### src/rtl/irqc_pkg.sv
package irqc_pkg;

    localparam int NSRC     = 3;
    localparam int DATA_W   = 8;
    localparam int CTRL_W   = 5;

    localparam int SRC_WDOG  = 0;
    localparam int SRC_ALARM = 1;
    localparam int SRC_PFAIL = 2;

    localparam logic ADDR_CTRL  = 1'b0;
    localparam logic ADDR_FLAGS = 1'b1;

    // packed MSB first: bit4 pulse, bit3 act_high, bits2:0 enables
    typedef struct packed {
        logic            pulse;
        logic            act_high;
        logic [NSRC-1:0] en;
    } ctrl_t;

endpackage

### src/rtl/irqc_regs.sv
module irqc_regs
    import irqc_pkg::*;
(
    input  logic              clk,
    input  logic              rst_n,
    input  logic              req_valid,
    input  logic              req_write,
    input  logic              req_addr,
    input  logic [DATA_W-1:0] req_wdata,
    input  logic [NSRC-1:0]   flags_i,
    output ctrl_t             ctrl_o,
    output logic              rd_flags_o,
    output logic              rd_ctrl_o,
    output logic [DATA_W-1:0] rsp_rdata
);

    typedef struct packed {
        ctrl_t ctrl;
    } regs_s;

    regs_s st_d, st_q;

    always_comb begin
        st_d = st_q;
        if (req_valid && req_write && (req_addr == ADDR_CTRL))
            st_d.ctrl = ctrl_t'(req_wdata[CTRL_W-1:0]);
    end

    always_ff @(posedge clk or negedge rst_n) begin
        if (!rst_n) st_q <= '0;
        else        st_q <= st_d;
    end

    assign ctrl_o     = st_q.ctrl;
    assign rd_flags_o = req_valid && !req_write && (req_addr == ADDR_FLAGS);
    assign rd_ctrl_o  = req_valid && !req_write && (req_addr == ADDR_CTRL);

    always_comb begin
        rsp_rdata = '0;
        if (req_addr == ADDR_CTRL) rsp_rdata[CTRL_W-1:0] = st_q.ctrl;
        else                       rsp_rdata[NSRC-1:0]   = flags_i;
    end

    AST_FLAG_WRITE_IGNORED: assert property (@(posedge clk) disable iff (!rst_n)
        (req_valid && req_write && req_addr == ADDR_FLAGS) |=> $stable(st_q.ctrl));

endmodule

### src/rtl/irqc_flags.sv
module irqc_flags
    import irqc_pkg::*;
(
    input  logic            clk,
    input  logic            rst_n,
    input  logic [NSRC-1:0] evt_i,
    input  logic [NSRC-1:0] en_i,
    input  logic            rd_clr_i,
    output logic [NSRC-1:0] flags_o,
    output logic            trig_o
);

    typedef struct packed {
        logic [NSRC-1:0] flags;
    } flg_s;

    flg_s st_d, st_q;
    logic [NSRC-1:0] nxt;

    // per source: a strobe outranks the clearing read
    for (genvar g = 0; g < NSRC; g++) begin : g_src
        assign nxt[g] = evt_i[g] | (st_q.flags[g] & ~rd_clr_i);
    end

    always_comb begin
        st_d       = st_q;
        st_d.flags = nxt;
    end

    always_ff @(posedge clk or negedge rst_n) begin
        if (!rst_n) st_q <= '0;
        else        st_q <= st_d;
    end

    assign flags_o = st_q.flags;
    assign trig_o  = |(evt_i & en_i);

    AST_EVT_SETS_FLAG: assert property (@(posedge clk) disable iff (!rst_n)
        (|evt_i) |=> (|st_q.flags));

    AST_FLAG_STICKY: assert property (@(posedge clk) disable iff (!rst_n)
        !rd_clr_i |=> ((st_q.flags & $past(st_q.flags)) == $past(st_q.flags)));

    AST_READ_CLEARS: assert property (@(posedge clk) disable iff (!rst_n)
        (rd_clr_i && !(|evt_i)) |=> (st_q.flags == '0));

endmodule

### src/rtl/irqc_pulse.sv
module irqc_pulse #(
    parameter int PULSE_TICKS = 200
) (
    input  logic clk,
    input  logic rst_n,
    input  logic trig_i,
    input  logic rd_flags_i,
    input  logic rd_ctrl_i,
    input  logic pulse_mode_i,
    input  logic tick_i,
    output logic active_o
);

    localparam int CNT_W = $clog2(PULSE_TICKS + 1);
    localparam logic [CNT_W-1:0] CNT_FULL = CNT_W'(PULSE_TICKS);
    localparam logic [CNT_W-1:0] CNT_ONE  = CNT_W'(1);

    typedef struct packed {
        logic             act;
        logic [CNT_W-1:0] cnt;
    } pls_s;

    pls_s st_d, st_q;
    logic clr;

    assign clr = rd_flags_i | (rd_ctrl_i & ~pulse_mode_i);

    always_comb begin
        st_d = st_q;
        if (trig_i) begin
            st_d.act = 1'b1;
            st_d.cnt = CNT_FULL;
        end else if (st_q.act) begin
            if (clr) begin
                st_d.act = 1'b0;
                st_d.cnt = '0;
            end else if (pulse_mode_i && tick_i) begin
                st_d.cnt = st_q.cnt - CNT_ONE;
                if (st_q.cnt == CNT_ONE) st_d.act = 1'b0;
            end
        end
    end

    always_ff @(posedge clk or negedge rst_n) begin
        if (!rst_n) st_q <= '0;
        else        st_q <= st_d;
    end

    assign active_o = st_q.act;

    AST_TRIG_ACTIVATES: assert property (@(posedge clk) disable iff (!rst_n)
        trig_i |=> st_q.act);

    AST_LEVEL_HOLD: assert property (@(posedge clk) disable iff (!rst_n)
        (st_q.act && !pulse_mode_i && !trig_i && !rd_flags_i && !rd_ctrl_i) |=> st_q.act);

    AST_PULSE_ENDS: assert property (@(posedge clk) disable iff (!rst_n)
        (st_q.act && pulse_mode_i && !trig_i && !rd_flags_i && tick_i && st_q.cnt == CNT_ONE)
        |=> !st_q.act);

    AST_READ_ENDS: assert property (@(posedge clk) disable iff (!rst_n)
        (rd_flags_i && !trig_i) |=> !st_q.act);

endmodule

### src/rtl/irqc_pin.sv
module irqc_pin (
    input  logic active_i,
    input  logic act_high_i,
    input  logic supply_ok_i,
    output logic pin_oe_o,
    output logic pin_out_o
);

    always_comb begin
        if (act_high_i) begin
            pin_oe_o  = supply_ok_i;
            pin_out_o = active_i & supply_ok_i;
        end else begin
            pin_oe_o  = active_i;
            pin_out_o = 1'b0;
        end
    end

endmodule

### src/rtl/irq_flag_ctrl.sv
module irq_flag_ctrl
    import irqc_pkg::*;
#(
    parameter int PULSE_TICKS = 200
) (
    input  logic              clk,
    input  logic              rst_n,
    input  logic              req_valid,
    input  logic              req_write,
    input  logic              req_addr,
    input  logic [DATA_W-1:0] req_wdata,
    output logic [DATA_W-1:0] rsp_rdata,
    input  logic              evt_wdog,
    input  logic              evt_alarm,
    input  logic              evt_pfail,
    input  logic              supply_ok,
    input  logic              tick,
    output logic              irq_oe,
    output logic              irq_out
);

    ctrl_t           ctrl;
    logic            rd_flags, rd_ctrl, trig, active;
    logic [NSRC-1:0] flags, evt;

    always_comb begin
        evt            = '0;
        evt[SRC_WDOG]  = evt_wdog;
        evt[SRC_ALARM] = evt_alarm;
        evt[SRC_PFAIL] = evt_pfail;
    end

    irqc_regs u_regs (
        .clk       (clk),
        .rst_n     (rst_n),
        .req_valid (req_valid),
        .req_write (req_write),
        .req_addr  (req_addr),
        .req_wdata (req_wdata),
        .flags_i   (flags),
        .ctrl_o    (ctrl),
        .rd_flags_o(rd_flags),
        .rd_ctrl_o (rd_ctrl),
        .rsp_rdata (rsp_rdata)
    );

    irqc_flags u_flags (
        .clk     (clk),
        .rst_n   (rst_n),
        .evt_i   (evt),
        .en_i    (ctrl.en),
        .rd_clr_i(rd_flags),
        .flags_o (flags),
        .trig_o  (trig)
    );

    irqc_pulse #(.PULSE_TICKS(PULSE_TICKS)) u_pulse (
        .clk         (clk),
        .rst_n       (rst_n),
        .trig_i      (trig),
        .rd_flags_i  (rd_flags),
        .rd_ctrl_i   (rd_ctrl),
        .pulse_mode_i(ctrl.pulse),
        .tick_i      (tick),
        .active_o    (active)
    );

    irqc_pin u_pin (
        .active_i   (active),
        .act_high_i (ctrl.act_high),
        .supply_ok_i(supply_ok),
        .pin_oe_o   (irq_oe),
        .pin_out_o  (irq_out)
    );

    AST_HIGH_NEEDS_SUPPLY: assert property (@(posedge clk) disable iff (!rst_n)
        (ctrl.act_high && !supply_ok) |-> (!irq_oe && !irq_out));

    AST_OPEN_DRAIN_LOW: assert property (@(posedge clk) disable iff (!rst_n)
        !ctrl.act_high |-> !irq_out);

    AST_DISABLED_QUIET: assert property (@(posedge clk) disable iff (!rst_n)
        (!ctrl.act_high && !active && (evt & ctrl.en) == '0 && !rd_flags && !rd_ctrl)
        |=> !irq_oe || ctrl.act_high);

endmodule

### config.mk
export PLATFORM = sky130hd
export DESIGN_NAME = irq_flag_ctrl
export DESIGN_NICKNAME = d
export VERILOG_FILES = /design/src/rtl/irqc_pkg.sv /design/src/rtl/irqc_regs.sv /design/src/rtl/irqc_flags.sv /design/src/rtl/irqc_pulse.sv /design/src/rtl/irqc_pin.sv /design/src/rtl/irq_flag_ctrl.sv
export SDC_FILE = /design/constraint.sdc
export NUM_CORES = 1
export LEC_CHECK = 0
export BUFFER_PORTS_ARGS = -buffer_cell sky130_fd_sc_hd__buf_2
export CORE_ASPECT_RATIO = 0.8
export CORE_MARGIN = 4
export CORE_UTILIZATION = 57
export CTS_BUF_LIST = sky130_fd_sc_hd__clkbuf_8
export DETAILED_ROUTE_END_ITERATION = 8
export HOLD_SLACK_MARGIN = 0.15
export PLACE_DENSITY_LB_ADDON = 0.15
export SYNTH_ARGS = -nofsm -noshare
export SYNTH_HDL_FRONTEND = slang
export SYNTH_SLANG_ARGS = --single-unit
### constraint.sdc
create_clock -name clk -period 4.3 [get_ports clk]
set_clock_uncertainty 0.2 [all_clocks]
set_input_delay 0.43 -clock clk [delete_from_list [all_inputs] [get_ports clk]]
set_output_delay 0.43 -clock clk [all_outputs]
set_load 0.05 [all_outputs]
==> results.toml <==
[cells_and_area]
drive_gt1_share_pct = 28.69
fin_cells = 144
fin_util_pct = 70.31
diodes = 0
area_delta_synth_final_pct = 17.18
num-nets-final = 143
final_area_um2 = 1144

[yosys]
syn_area_um2 = 975.9
ys_ff_latch = 17
avgSynthCellArea_um2 = 9.959
synth-edff-count = 0
ys_types = 35
synth_async_sr_flop_share_pct = 100.0
yosys-top-cells-area = "dfrtp_1 (44%), mux2_2 (9.2%), nand2_1 (4.2%)"
synth_top_area_share_pct = 43.59
ys_top_cells_by_count = "dfrtp_1 (17), nand2_1 (11), mux2_2 (8)"
yosysTopAreaCell = "dfrtp_1"
syn-instance-count = 98
seq_area_frac_synth_pct = 43.59
synth_ff_type = "dfrtp_1"
yosys_warnings = 0
synth_most_common_cell = "dfrtp_1"

[route]
vias = 842
drtPass1Iterations = 4
drc = 0
final_antenna_net_count = 0
drt-total-wl_mm = 2.092
wl_per_cell_um = 14.53
drt_iter0_drc = 27
via_per_inst = 5.847

[setup_path]
crit_path_max_fanout = 5
critPathTopFamily = "flip-flops"
reg2reg_to = "u_pulse.st_q[6]"
path_buf_inv = 1
slowest_delay_ps = 420
cp.depth = 5
rrSetupSlack_ps = 2260
rr_startpoint = "u_pulse.st_q[0]"
required_ps = 4240
crit_type = "flop to flop"
start_kind = "flop"
critPathSlowestCell = "dfrtp_1"
worstPathCellList = "inv_1, ha_1, nor4bb_1, mux2_1, a221o_1"
setup.worst_path.end_class = "flop"
r2r.worst_path.cells = 5
arrival_ps = 1980

[global_route]
grt_pass1_wl_mm = 3.360
grtUsageTotal_pct = 19.64
grt-ovfl-total = 0
grt_pass1_vias = 764
grt_antenna_before_repair = 0
grt_max_degree = 18

[clock_tree]
cts_tree = "done"
cts_root_buf = "clkbuf_8"
post_cts_buffers = 0
cts-resized-gates = 0
path_clk_slew_ps = 60
clock_sinks = 17
cts.hold.buffers_added = 1
htree_num_levels = 1
clk_latency_ps = 250
cts_made_buffers = 3
ctsLongestPathBuffers = 2

[sta]
max_freq_mhz = 491.1
setup_viol = 0
setup_tns_ps = 0
period_share_pct = 47.36
fin_crit_ps = 2036
drv_slew = 0
rsz0062_at_grt = "false"
hold_viol_final = 0

[power_and_ir_drop]
vdd_drop_max_uv = 319.2
powerDensity_nw_per_um2 = 439.1
seqPwrFrac_pct = 41.8
p_total_uw = 502.1
switchingPower_uw = 189.4
leakage_uw = 0.0005188
power.internal_uw = 312.7
clkPwrFrac_pct = 23.5
netSwitchingFraction_pct = 37.73
p_comb_share_pct = 34.7

[worst_hold_path]
hp-start = "evt_wdog"
hold_depth = 2
hold_path.class = "input port to flop"
min_to = "u_flags.flags_o[0]"

[floorplan]
core_um2 = 1627
die_area_um2 = 2442
die_h_um = 45.01
die_w_um = 54.26
rows = 13
ioPinCount = 28
initial_core_util_pct = 60.00

[placement]
gp_congestion = 0.8703
port_buffers = 21
place_area_um2 = 1089
hpwl_mm = 1.505
placedCellCount = 139

[run_status]
status = "finished, final reports clean"

[flow_run]
cap_violations = 0
cells by family after synthesis:
logic type	after synthesis	share of synthesized area, %
flops	17	43.59
simple gates	35	20.26
fa+ha+maj	2	2.564
buf+inv	9	4.743
other cells	1	0.3842
compound gates	24	17.05
mux	10	11.41
worst reg2reg max path, delay by kind of cell, from the launching register on:
kind | cells | cell delay (ps)
AOI/OAI and AO/OA | 1 | 290
muxes | 1 | 380
buffers and inverters | 1 | 90
and+or+nand+nor | 1 | 340
adders and majority gates | 1 | 210
DFF | 1 | 420
stage by stage:
step,worst slack [ps],hold slack [ps]
3_5_place_dp,2298,177.2
5_1_grt,2221,161.8
3_3_place_gp,2335,170.1
6_report,2264,166.0
2_1_floorplan,2053,-65.59
4_1_cts,2288,163.7
layout make-up:
| type | count | area (um^2) |
|---|---|---|
| clock buffer | 3 | 41.29 |
| fill | 134 | 483.0 |
| sequential | 17 | 425.4 |
| multi-input combinational | 74 | 511.7 |
| inverter | 5 | 18.77 |
| tap | 22 | 27.53 |
| timing repair buffer | 22 | 115.1 |
| clock inverter | 1 | 3.754 |
worst max path at each step:
stage | startpoint | end
6_report | u_pulse.st_q[0] | u_pulse.st_q[6]
5_1_grt | u_pulse.active_o | irq_oe
4_1_cts | u_pulse.st_q[0] | u_pulse.st_q[6]
3_5_place_dp | u_pulse.st_q[0] | u_pulse.st_q[6]
3_3_place_gp | u_pulse.st_q[0] | u_pulse.st_q[6]
2_1_floorplan | u_pulse.active_o | irq_oe
layout by cell type, fill, tap and decap left out, types with 5 or more instances in the layout:
cell     count
nor2_1       5
a21oi_1      6
buf_2       21
inv_1        6
mux2_2       8
dfrtp_1     17
nand2_1     11
metal layers:
metal,track usage (%),vias up,routed length [um]
met5,0,-,0
met4,6.965,0,21
met3,7.921,4,192
met2,31.50,40,965
met1,23.78,399,913
li1,-,399,-
flip-flops by register name (all words and copies together) (netlist names):
name / count
u_pulse.st_q: 8
u_pulse.active_o: 1
u_regs.ctrl_o: 5
u_flags.flags_o: 3
power by group through the flow:
stage	registers, uW	logic [uW]	clock network, uW
finish	210	174	118
global route	214	191	128
CTS	209	174	120
detailed placement	211	173	0
global placement	211	167	0
floorplan	205	138	0
No activity file was read; power rests on OpenSTA's default activity.
